File: src/rtl/puf_quant_pkg.sv
package puf_quant_pkg;

  typedef enum logic [2:0] {
    ST_LOAD,
    ST_FILT,
    ST_QUANT,
    ST_PREP,
    ST_BAL
  } pq_state_e;

  // x^16 + x^14 + x^13 + x^11 + 1, shift toward msb
  function automatic logic [15:0] lfsr_next(input logic [15:0] l);
    return {l[14:0], l[15] ^ l[13] ^ l[12] ^ l[10]};
  endfunction

endpackage

File: src/rtl/pq_win_mean.sv
module pq_win_mean #(
  parameter int SW      = 8,
  parameter int MAX_LEN = 64,
  parameter int WIN     = 3,
  localparam int LW     = $clog2(MAX_LEN + 1),
  localparam int AW     = $clog2(MAX_LEN)
) (
  input  logic [SW-1:0] buf_i [MAX_LEN],
  input  logic [LW-1:0] len_i,
  input  logic [LW-1:0] idx_i,
  output logic [SW-1:0] mean_o
);
  localparam int HALF  = (WIN - 1) / 2;
  localparam int SUM_W = SW + $clog2(WIN);
  localparam int SH    = SUM_W + 3;
  localparam int RECIP = ((1 << SH) + WIN - 1) / WIN;
  localparam int PW    = SUM_W + SH + 1;

  logic [SW-1:0] tap [WIN];

  for (genvar t = 0; t < WIN; t++) begin : g_tap
    localparam int OFF = t - HALF;
    logic signed [LW+1:0] pos;
    logic                 inr;
    assign pos = $signed({2'b00, idx_i}) + $signed((LW+2)'(OFF));
    assign inr = (pos >= 0) && (pos < $signed({2'b00, len_i}));
    assign tap[t] = inr ? buf_i[pos[AW-1:0]] : '0;
  end

  logic [SUM_W-1:0] sum;
  logic [PW-1:0]    prod;

  always_comb begin
    sum = '0;
    for (int k = 0; k < WIN; k++) sum = sum + SUM_W'(tap[k]);
  end

  // exact floor division by WIN via scaled reciprocal
  assign prod   = PW'(sum) * PW'(RECIP);
  assign mean_o = SW'(prod >> SH);

endmodule

File: src/rtl/pq_classify.sv
module pq_classify #(
  parameter int SW = 8,
  parameter int LW = 7,
  localparam int S_W  = SW + LW,
  localparam int SQ_W = 2 * SW + LW,
  localparam int CW   = 2 * (SW + LW) + 8
) (
  input  logic [SW-1:0]   x_i,
  input  logic [LW-1:0]   n_i,
  input  logic [S_W-1:0]  s_i,
  input  logic [SQ_W-1:0] sq_i,
  input  logic [3:0]      alpha_i,
  input  logic [3:0]      beta_i,
  output logic            one_o,
  output logic            zero_o
);
  logic signed [CW-1:0] n_e, x_e, s_e, sq_e, a_e, b_e;
  logic signed [CW-1:0] d, v, lhs;

  assign n_e  = CW'(n_i);
  assign x_e  = CW'(x_i);
  assign s_e  = CW'(s_i);
  assign sq_e = CW'(sq_i);
  assign a_e  = CW'(alpha_i);
  assign b_e  = CW'(beta_i);

  // scaled by N^2: no division, no square root
  assign d   = n_e * x_e - s_e;
  assign v   = n_e * sq_e - s_e * s_e;
  assign lhs = (d * d) <<< 2;

  assign one_o  = (d > 0) && (lhs > a_e * v);
  assign zero_o = (d < 0) && (lhs > b_e * v);

endmodule

File: src/rtl/pq_lfsr.sv
module pq_lfsr
  import puf_quant_pkg::*;
(
  input  logic        clk_i,
  input  logic        rst_ni,
  input  logic        load_i,
  input  logic [15:0] seed_i,
  input  logic        step_i,
  output logic [15:0] state_o
);
  always_ff @(posedge clk_i or negedge rst_ni) begin
    if (!rst_ni)     state_o <= 16'h0001;
    else if (load_i) state_o <= seed_i;
    else if (step_i) state_o <= lfsr_next(state_o);
  end

  AST_LFSR_NOT_STUCK: assert property (@(posedge clk_i) disable iff (!rst_ni)
    (step_i && !load_i && state_o != 16'h0) |=> (state_o != 16'h0));

endmodule

File: src/rtl/puf_quant.sv
module puf_quant
  import puf_quant_pkg::*;
#(
  parameter int SW      = 8,
  parameter int MAX_LEN = 64,
  parameter int WIN     = 3
) (
  input  logic                         clk_i,
  input  logic                         rst_ni,
  input  logic                         smp_valid_i,
  input  logic [SW-1:0]                smp_data_i,
  input  logic                         smp_last_i,
  output logic                         smp_ready_o,
  input  logic [3:0]                   alpha_q_i,
  input  logic [3:0]                   beta_q_i,
  input  logic [$clog2(MAX_LEN+1)-1:0] bal_limit_i,
  input  logic [15:0]                  seed_i,
  output logic                         mask_valid_o,
  output logic                         mask_o,
  output logic                         mask_last_o,
  output logic                         bit_valid_o,
  output logic                         bit_o,
  output logic                         bit_last_o,
  output logic                         done_o,
  output logic [$clog2(MAX_LEN+1)-1:0] kept_cnt_o,
  output logic [$clog2(MAX_LEN+1)-1:0] flip_cnt_o
);
  localparam int LW   = $clog2(MAX_LEN + 1);
  localparam int AW   = $clog2(MAX_LEN);
  localparam int S_W  = SW + LW;
  localparam int SQ_W = 2 * SW + LW;

  pq_state_e state_q;
  logic [LW-1:0]   len_q, idx_q;
  logic [S_W-1:0]  s_q;
  logic [SQ_W-1:0] sq_q;
  logic [LW-1:0]   ones_q, zeros_q, kept_q, need_q, majcnt_q;
  logic [LW-1:0]   seen_q, left_q, flips_q, emit_q;
  logic            maj_q;

  logic [SW-1:0]      raw_q  [MAX_LEN];
  logic [SW-1:0]      filt_q [MAX_LEN];
  logic [MAX_LEN-1:0] qbit_q, qkeep_q;

  logic [AW-1:0] idx_a;
  logic          accept, last_idx;
  logic [SW-1:0] f_w;
  logic          c_one, c_zero;
  logic [15:0]   lfsr;
  logic          cand, flip;
  logic [LW-1:0] remain;

  assign idx_a       = idx_q[AW-1:0];
  assign smp_ready_o = (state_q == ST_LOAD);
  assign accept      = smp_valid_i && smp_ready_o;
  assign last_idx    = (idx_q == len_q - LW'(1));

  pq_win_mean #(.SW(SW), .MAX_LEN(MAX_LEN), .WIN(WIN)) u_win (
    .buf_i (raw_q),
    .len_i (len_q),
    .idx_i (idx_q),
    .mean_o(f_w)
  );

  pq_classify #(.SW(SW), .LW(LW)) u_cls (
    .x_i    (filt_q[idx_a]),
    .n_i    (len_q),
    .s_i    (s_q),
    .sq_i   (sq_q),
    .alpha_i(alpha_q_i),
    .beta_i (beta_q_i),
    .one_o  (c_one),
    .zero_o (c_zero)
  );

  // balance decision for the current position
  assign cand   = (state_q == ST_BAL) && qkeep_q[idx_a] && (qbit_q[idx_a] == maj_q) && (left_q != '0);
  assign remain = majcnt_q - seen_q;
  assign flip   = cand && (lfsr[0] || (remain == left_q));

  pq_lfsr u_lfsr (
    .clk_i  (clk_i),
    .rst_ni (rst_ni),
    .load_i (accept && (len_q == '0)),
    .seed_i (seed_i),
    .step_i (cand),
    .state_o(lfsr)
  );

  always_ff @(posedge clk_i) begin
    if (accept) raw_q[len_q[AW-1:0]] <= smp_data_i;
    if (state_q == ST_FILT) filt_q[idx_a] <= f_w;
    if (state_q == ST_QUANT) begin
      qbit_q[idx_a]  <= c_one;
      qkeep_q[idx_a] <= c_one || c_zero;
    end
  end

  always_ff @(posedge clk_i or negedge rst_ni) begin
    if (!rst_ni) begin
      state_q      <= ST_LOAD;
      len_q        <= '0;
      idx_q        <= '0;
      s_q          <= '0;
      sq_q         <= '0;
      ones_q       <= '0;
      zeros_q      <= '0;
      kept_q       <= '0;
      need_q       <= '0;
      majcnt_q     <= '0;
      maj_q        <= 1'b0;
      seen_q       <= '0;
      left_q       <= '0;
      flips_q      <= '0;
      emit_q       <= '0;
      mask_valid_o <= 1'b0;
      mask_o       <= 1'b0;
      mask_last_o  <= 1'b0;
      bit_valid_o  <= 1'b0;
      bit_o        <= 1'b0;
      bit_last_o   <= 1'b0;
      done_o       <= 1'b0;
      kept_cnt_o   <= '0;
      flip_cnt_o   <= '0;
    end else begin
      mask_valid_o <= 1'b0;
      mask_last_o  <= 1'b0;
      bit_valid_o  <= 1'b0;
      bit_last_o   <= 1'b0;
      done_o       <= 1'b0;
      unique case (state_q)
        ST_LOAD: begin
          if (accept) begin
            len_q <= len_q + LW'(1);
            if (smp_last_i || (len_q == LW'(MAX_LEN - 1))) begin
              state_q <= ST_FILT;
              idx_q   <= '0;
              s_q     <= '0;
              sq_q    <= '0;
            end
          end
        end
        ST_FILT: begin
          s_q   <= s_q + S_W'(f_w);
          sq_q  <= sq_q + SQ_W'(f_w) * SQ_W'(f_w);
          idx_q <= idx_q + LW'(1);
          if (last_idx) begin
            state_q <= ST_QUANT;
            idx_q   <= '0;
            ones_q  <= '0;
            zeros_q <= '0;
          end
        end
        ST_QUANT: begin
          mask_valid_o <= 1'b1;
          mask_o       <= !(c_one || c_zero);
          mask_last_o  <= last_idx;
          ones_q       <= ones_q + LW'(c_one);
          zeros_q      <= zeros_q + LW'(c_zero);
          idx_q        <= idx_q + LW'(1);
          if (last_idx) state_q <= ST_PREP;
        end
        ST_PREP: begin
          logic [LW-1:0] diff;
          maj_q    <= ones_q > zeros_q;
          diff      = (ones_q > zeros_q) ? ones_q - zeros_q : zeros_q - ones_q;
          need_q   <= (diff > bal_limit_i) ? diff >> 1 : '0;
          left_q   <= (diff > bal_limit_i) ? diff >> 1 : '0;
          majcnt_q <= (ones_q > zeros_q) ? ones_q : zeros_q;
          kept_q   <= ones_q + zeros_q;
          idx_q    <= '0;
          seen_q   <= '0;
          flips_q  <= '0;
          emit_q   <= '0;
          state_q  <= ST_BAL;
        end
        ST_BAL: begin
          if (qkeep_q[idx_a]) begin
            bit_valid_o <= 1'b1;
            bit_o       <= qbit_q[idx_a] ^ flip;
            bit_last_o  <= (emit_q == kept_q - LW'(1));
            emit_q      <= emit_q + LW'(1);
          end
          seen_q  <= seen_q + LW'(cand);
          left_q  <= left_q - LW'(flip);
          flips_q <= flips_q + LW'(flip);
          idx_q   <= idx_q + LW'(1);
          if (last_idx) begin
            state_q    <= ST_LOAD;
            len_q      <= '0;
            done_o     <= 1'b1;
            kept_cnt_o <= kept_q;
            flip_cnt_o <= flips_q + LW'(flip);
          end
        end
        default: state_q <= ST_LOAD;
      endcase
    end
  end

  AST_NO_OVERRUN: assert property (@(posedge clk_i) disable iff (!rst_ni)
    accept |-> (len_q < LW'(MAX_LEN)));
  AST_NO_MASK_WHILE_LOADING: assert property (@(posedge clk_i) disable iff (!rst_ni)
    smp_ready_o |-> !mask_valid_o);
  AST_MASK_LAST_VALID: assert property (@(posedge clk_i) disable iff (!rst_ni)
    mask_last_o |-> mask_valid_o);
  AST_FLIPS_MET: assert property (@(posedge clk_i) disable iff (!rst_ni)
    done_o |-> (flip_cnt_o == need_q));
  AST_BIT_LAST_VALID: assert property (@(posedge clk_i) disable iff (!rst_ni)
    bit_last_o |-> bit_valid_o);
  AST_EMIT_MATCH: assert property (@(posedge clk_i) disable iff (!rst_ni)
    done_o |-> (emit_q == kept_cnt_o));
  AST_DONE_PULSE: assert property (@(posedge clk_i) disable iff (!rst_ni)
    done_o |=> !done_o);

endmodule

File: config.mk
export PLATFORM = sky130hd
export DESIGN_NAME = puf_quant
export DESIGN_NICKNAME = d
export VERILOG_FILES = /design/src/rtl/puf_quant_pkg.sv /design/src/rtl/pq_win_mean.sv /design/src/rtl/pq_classify.sv /design/src/rtl/pq_lfsr.sv /design/src/rtl/puf_quant.sv
export SDC_FILE = /design/constraint.sdc
export NUM_CORES = 2
export LEC_CHECK = 0
export ABC_AREA = 1
export BUFFER_PORTS_ARGS = -buffer_cell sky130_fd_sc_hd__buf_2
export CORE_AREA = 2 2 536 538
export CTS_CLUSTER_DIAMETER = 30
export CTS_CLUSTER_SIZE = 20
export DETAILED_ROUTE_END_ITERATION = 8
export DIE_AREA = 0 0 538 540
export PLACE_DENSITY = 0.61
export SETUP_SLACK_MARGIN = 0.4
export SYNTH_ARGS = -nofsm -noshare
export SYNTH_HDL_FRONTEND = slang
export SYNTH_SLANG_ARGS = --single-unit
File: constraint.sdc
create_clock -name clk_i -period 16.5 [get_ports clk_i]
set_input_delay 2.475 -clock clk_i [delete_from_list [all_inputs] [get_ports clk_i]]
set_output_delay 2.475 -clock clk_i [all_outputs]
set_load 0.005 [all_outputs]
Yosys cells after proc, flatten, opt, wreduce, memory -nomap -nowiden --
Memory sizes are Yosys's and may differ from the RTL's. Cells that the tools add are included.
Storage, ports and cells: flip-flop bits (word level) 789, bits in latches 0, RAM bits 512, bits in read-only memories 0, input port bits 43, output and inout bits 22, logic and storage cells 262, memories 1
Cells by class: $add $sub $neg 22, multiply operators 8, div/mod/pow operators 0, $lt $le $gt $ge 19, equal/unequal tests 15, shift-type cells 0, multiplexer cells 64, bitwise logic cells 8, reduce and logical (&&, ||, !) cells 35
Memory list:
- filt_q | words 64, width 8, rd ports 1, clocked after memory_dff 0, wr ports 1, RTL line puf_quant.sv:42 | logic [SW-1:0] filt_q [MAX_LEN];
Operator list (count):
- bitwise mux 512 bit | 1
- binary-select mux 8 bit (select 6 bit) | 3
- bitwise mux 64 bit | 2
- one-hot mux 7 bit (2 select lines) | 7
- two-way mux 8 bit | 10
- greater-than comparator 38 bit | 2
- multiplier 5 x 38 -> 38 bit | 2
- two-way mux 7 bit | 8
- demux 8 bit (select 6 bit) | 1
- two-way mux 23 bit | 2
- one-hot mux 23 bit (2 select lines) | 1
- greater-than comparator 38 x 1 -> 1 bit, second input constant | 1
- less-than comparator 38 x 1 -> 1 bit, second input constant | 1
- multiplier 38 x 38 -> 36 bit | 1
- subtractor 38 x 16 -> 38 bit | 1
- subtractor 38 bit | 1
- two-way mux 16 bit | 2
- multiplier 15 x 15 -> 30 bit | 1
- multiplier 7 x 23 -> 30 bit | 1
- two-way mux 15 bit | 2
- one-hot mux 15 bit (2 select lines) | 1
- adder 7 x 1 -> 7 bit | 4
- >= comparator 7 bit, second input constant | 4
- inverter 6 -> 7 bit | 4
- 50 further kinds | 108

Logic depth before layout (Yosys ltp) --
depth in word-level cells 12, mapped depth 102, mapped depth without buffers 97

Modules after synthesis --
A second synthesis with hierarchy kept.
Unflattened totals: cells, all modules 11825, area total of the unflattened synthesis 103214.0 um2
Modules (own cells, without submodules):
- puf_quant | times used 1, cells each 3773, area an instance 51069.0 um2, seq. area each 37921.4 um2
- pq_classify | times used 1, cells each 4599, area an instance 34752.1 um2, seq. area each 0.0 um2
- pq_win_mean | times used 1, cells each 3352, area an instance 16602.2 um2, seq. area each 0.0 um2
- pq_lfsr | times used 1, cells each 101, area an instance 790.8 um2, seq. area each 401.6 um2

Worst setup path before layout --
No wires, ideal clock.
kind reg2reg, start reg idx_q[1], end reg ones_q[6], library setup time 140 ps, data arrival time 16118 ps, data required time 16360 ps, slack 242 ps, stages on the path, launching flop included 97, path buffers 6, period minus slack after synthesis 16258 ps, cells stage by stage dfrtp_1 > buf_4 > nor2_4 > nand2_4 > inv_2 > buf_2 > buf_6 > buf_6 > buf_2 > a221oi_1 > nand4_1 > a221oi_1 > nand2_1 > inv_2 > nor2_1 > fa_1 > inv_1 > fa_1 > [... 61 more ...] > nand3_1 > nor3_1 > nand4_1 > nor2_1 > nand4_1 > nand3_1 > inv_1 > nand2_1 > inv_1 > ha_1 > ha_1 > nand2_1 > inv_1 > nand2_1 > nor2_1 > inv_1 > o311ai_0 > o41ai_1
Between the ends: cells in the longest elaborated chain, start to end 8, elaborated cells on any way between the ends 12, classes of those cells add/sub (2); mul (2); order compare (2); eq/ne (2); mux (1); reduce/logical (2); memory (1)
Ends and longest elaborated chain:
- start, declared | RTL line puf_quant.sv:34 | logic [LW-1:0] len_q, idx_q;
- start signal, assigned | RTL line puf_quant.sv:146 | idx_q <= idx_q + LW'(1);
- start signal, assigned | RTL line puf_quant.sv:160 | idx_q <= idx_q + LW'(1);
- start signal, assigned | RTL line puf_quant.sv:187 | idx_q <= idx_q + LW'(1);
- memory read (64 x 8 bit) *
- multiplier 7 x 8 -> 15 bit * | RTL line pq_classify.sv:28 | assign d = n_e * x_e - s_e;
- subtractor 38 x 16 -> 38 bit * | RTL line pq_classify.sv:28
- multiplier 38 x 38 -> 36 bit | RTL line pq_classify.sv:30 | assign lhs = (d * d) <<< 2;
- greater-than comparator 38 bit | RTL line pq_classify.sv:32 | assign one_o = (d > 0) && (lhs > a_e * v);
- logical AND 1 bit * | RTL line pq_classify.sv:32
- named net c_one | RTL line puf_quant.sv:48 | logic c_one, c_zero;
- adder 7 x 1 -> 7 bit * | RTL line puf_quant.sv:158 | ones_q <= ones_q + LW'(c_one);
- one-hot mux 7 bit (2 select lines) * | RTL line puf_quant.sv:131 | unique case (state_q)
- end signal, assigned | RTL line puf_quant.sv:158
- end, declared | RTL line puf_quant.sv:37 | logic [LW-1:0] ones_q, zeros_q, kept_q, need_q, majcnt_q;
Mark *: on every way through the listed nets, which the timed path passes. The rest lies on a longest branch. A chain may end at the register's enable or synchronous reset.

Worst setup path in the final report --
start reg idx_q[0], end reg zeros_q[6]
Between the ends: cells in the longest elaborated chain, start to end 8, elaborated cells on any way between the ends 12, classes of those cells add/sub (2); mul (2); order compare (2); eq/ne (2); mux (1); reduce/logical (2); memory (1)
Ends and longest elaborated chain:
- memory read (64 x 8 bit)
- multiplier 7 x 8 -> 15 bit | RTL line pq_classify.sv:28
- subtractor 38 x 16 -> 38 bit | RTL line pq_classify.sv:28
- multiplier 38 x 38 -> 36 bit | RTL line pq_classify.sv:30
- greater-than comparator 38 bit | RTL line pq_classify.sv:33 | assign zero_o = (d < 0) && (lhs > b_e * v);
- logical AND 1 bit | RTL line pq_classify.sv:33
- adder 7 x 1 -> 7 bit | RTL line puf_quant.sv:159 | zeros_q <= zeros_q + LW'(c_zero);
- one-hot mux 7 bit (2 select lines) | RTL line puf_quant.sv:131
- end signal, assigned | RTL line puf_quant.sv:159
- end, declared | RTL line puf_quant.sv:37
Several ways; a longest one is shown, not always the timed one.

==> metrics.cfg <==
[routing]
post_drt_wl_per_cell_um = 20.8
ant_nets = 0
routed_wirelength_mm = 342
drc = 0
vias_per_cell = 5.32
drt_iter0_markers = 8821
vias = 87300
drtPass1Iterations = 8

[global_route]
grt_pass1_vias = 86800
grt_max_degree = 163
grt-ovfl-total = 0
grt_pass1_wl_mm = 520
antenna_found_initial = 0
track_usage = 0.232

[timing]
relSlewSlack = 0.0851
tightest_slew_ns = 1.36
max_freq_mhz = 62.4
clock_skew_ns = 0.0774
rsz0062_at_grt = yes
setup_violations = 0
slew_violations = 0
period_share = 0.971
final_hold_viol_count = 0
period_needed_ns = 16.02

[critical_path]
worstPathMaxFanout = 13
critPathLaunchType = register
cpMostUsedCell = inv_1
rr_worst_depth = 87
max_stage_delay_ns = 0.57
cp-end-kind = register
slowest_stage = fa_2
r2r_start = idx_q[0]
path_class = register to register
rrSetupSlack_ns = 0.48
worstPathArrival_ns = 16.79
timing.rr.end = zeros_q[6]
worstPathRequired_ns = 17.27

[die]
core_area_sq_um = 284000
ios = 65
fp.dieW_um = 538
rows = 196
die_area_sq_um = 291000
fp.dieH_um = 540
start_util = 0.379

[finish]
layout_commonest_cell = nand2_1
final_cell_mix = nand2_1 (2327), inv_1 (2132), edfxtp_1 (1152)
layout.cells.non_filler = 16400
final_util = 0.455
layout-drive-gt1-share = 0.134
area_delta_synth_final_pct = 19.8
nNetsFinal = 14200

[clocking]
htreeDepth = 5
worstSkewPairLatency_ns = 0.92
cts_sinks = 1301
cts_tree = yes
clockRootBuffer = clkbuf_16
path_clk_slew_ns = 0.05
numCtsBuffers = 304
ctsHoldBuffers = 0
clk_path_buf_depth = 4

[place]
place_inst = 15800
port_buffers = 64
dp_hpwl_mm = 247
gp_congestion = 0.987

[job]
drv_cap = 0

[logic_synthesis]
ys_types = 70
ys_seq_elements = 1301
syn-num-nets = 13600
async_reset_ff_frac = 0.115
synth_area_leaders = edfxtp_1 (32%), fa_1 (18%), ha_1 (9.1%), nand2_1 (8.2%), inv_1 (7.5%)
synth.avg_cell_area_sq_um = 9.17
synthFlopType = edfxtp_1
ys_seq_area_frac = 0.355
yosys_warnings = 0
syn_area_sq_um = 108000
yosysTopAreaCell = edfxtp_1
netlist_instances = 11800
synth_edf_count = 1152
synth_top_area_share = 0.320

[min_path]
holdPathStages = 2
min_from = kept_cnt_o[5]
hp-class = register to register
min_to = kept_cnt_o[5]

[status]
status = finished clean

==> final cells by class <==
cell class,instances,area [sq um]
clock inverter,186,2290
tap,3762,4710
sequential,1301,38300
timing repair buffer,831,6780
multi-input combinational,7758,60700
timing repair inverter,1,6.26
clock buffer,351,8040
inverter,2220,8430
fill,26800,155000
antenna,1,2.50
==> synth_stat cells (11+ instances only) <==
| master | count |
|---|---|
| nand2_1 | 2357 |
| inv_1 | 2170 |
| edfxtp_1 | 1152 |
| fa_1 | 960 |
| nor2_1 | 815 |
| ha_1 | 789 |
| a21oi_1 | 617 |
| o21ai_0 | 444 |
| clkbuf_1 | 332 |
| a221oi_1 | 289 |
| nand3_1 | 220 |
| nor3_1 | 196 |
| xor2_1 | 169 |
| a22oi_1 | 156 |
| dfrtp_1 | 148 |
| nand4_1 | 147 |
| xnor2_1 | 143 |
| buf_2 | 80 |
| a22o_1 | 74 |
| o22ai_1 | 50 |
| buf_1 | 44 |
| a31oi_1 | 43 |
| o21bai_1 | 37 |
| inv_2 | 33 |
| a21o_1 | 22 |
| o2111ai_1 | 22 |
| o211ai_1 | 22 |
| or2_2 | 18 |
| clkinv_1 | 17 |
| nor4_1 | 16 |
| o21ai_1 | 16 |
| clkbuf_2 | 15 |
| o21a_1 | 14 |
| buf_6 | 12 |
| nand3b_1 | 12 |
| o31ai_1 | 11 |
==> metal layers <==
layer,up-vias,share of wire,track usage
li1,40000,-,-
met1,42400,0.41,0.311
met2,3963,0.46,0.370
met3,868,0.086,0.0410
met4,0,0.047,0.0993
met5,-,0,0
==> critical path: cells and delay by family, from the launching register on <==
kind            cells  cell delay, ns
fa+ha+maj          18            7.19
flops               1            0.52
compound gates     15            2.43
xor+xnor            2            0.37
buf+inv            29            3.05
simple gates       23            2.26
==> state kept, by name, indices dropped and copies added, names as in the netlist, 3 cells and up <==
name,count
u_lfsr.state_o,16
left_q,7
kept_cnt_o,7
qkeep_q,64
majcnt_q,7
idx_q,7
ones_q,7
len_q,7
kept_q,7
filt_q,512
flips_q,7
seen_q,7
qbit_q,64
flip_cnt_o,7
sq_q,23
state_q,3
emit_q,7
zeros_q,7
s_q,15
raw_q,512
==> through the flow <==
step                TNS [ns]  worst slack [ns]  area (sq um)  hold WS (ns)
floorplan                  0             0.408        108000         0.450
global placement       -1.56            -0.337        117000         0.466
detailed placement     -4.33            -0.477        117000         0.464
CTS                        0             0.401        128000         0.481
global route           -5.77            -0.358        129000         0.496
finish                     0             0.477        129000         0.477
==> kinds of logic after synthesis <==
family / synth area share
and+or+nand+nor: 0.143
DFF: 0.355
adders and majority gates: 0.269
buffers and inverters: 0.0966
muxes: 0.0000927
xor gates and xnor gates: 0.0256
AOI/OAI and AO/OA: 0.110
==> how the worst max path moves through the flow <==
stage	start	to	depth (start not counted)
6_report	idx_q[0]	zeros_q[6]	87
5_1_grt	idx_q[0]	ones_q[6]	98
4_1_cts	idx_q[2]	ones_q[6]	94
3_5_place_dp	idx_q[2]	zeros_q[6]	85
3_3_place_gp	idx_q[2]	zeros_q[6]	85
2_1_floorplan	idx_q[1]	ones_q[6]	96
==> what timing repair did <==
item | 4_1_cts | 5_1_grt
resized for setup | 153 | 237
gates cloned | 3 | 4
setup buffers | 24 | 34
endpoints found under the setup margin | 143 | 149
pin swaps | 101 | 139
Power is not shown: default switching activity piles up to over one toggle a cycle in this logic, so the estimate is an artifact.
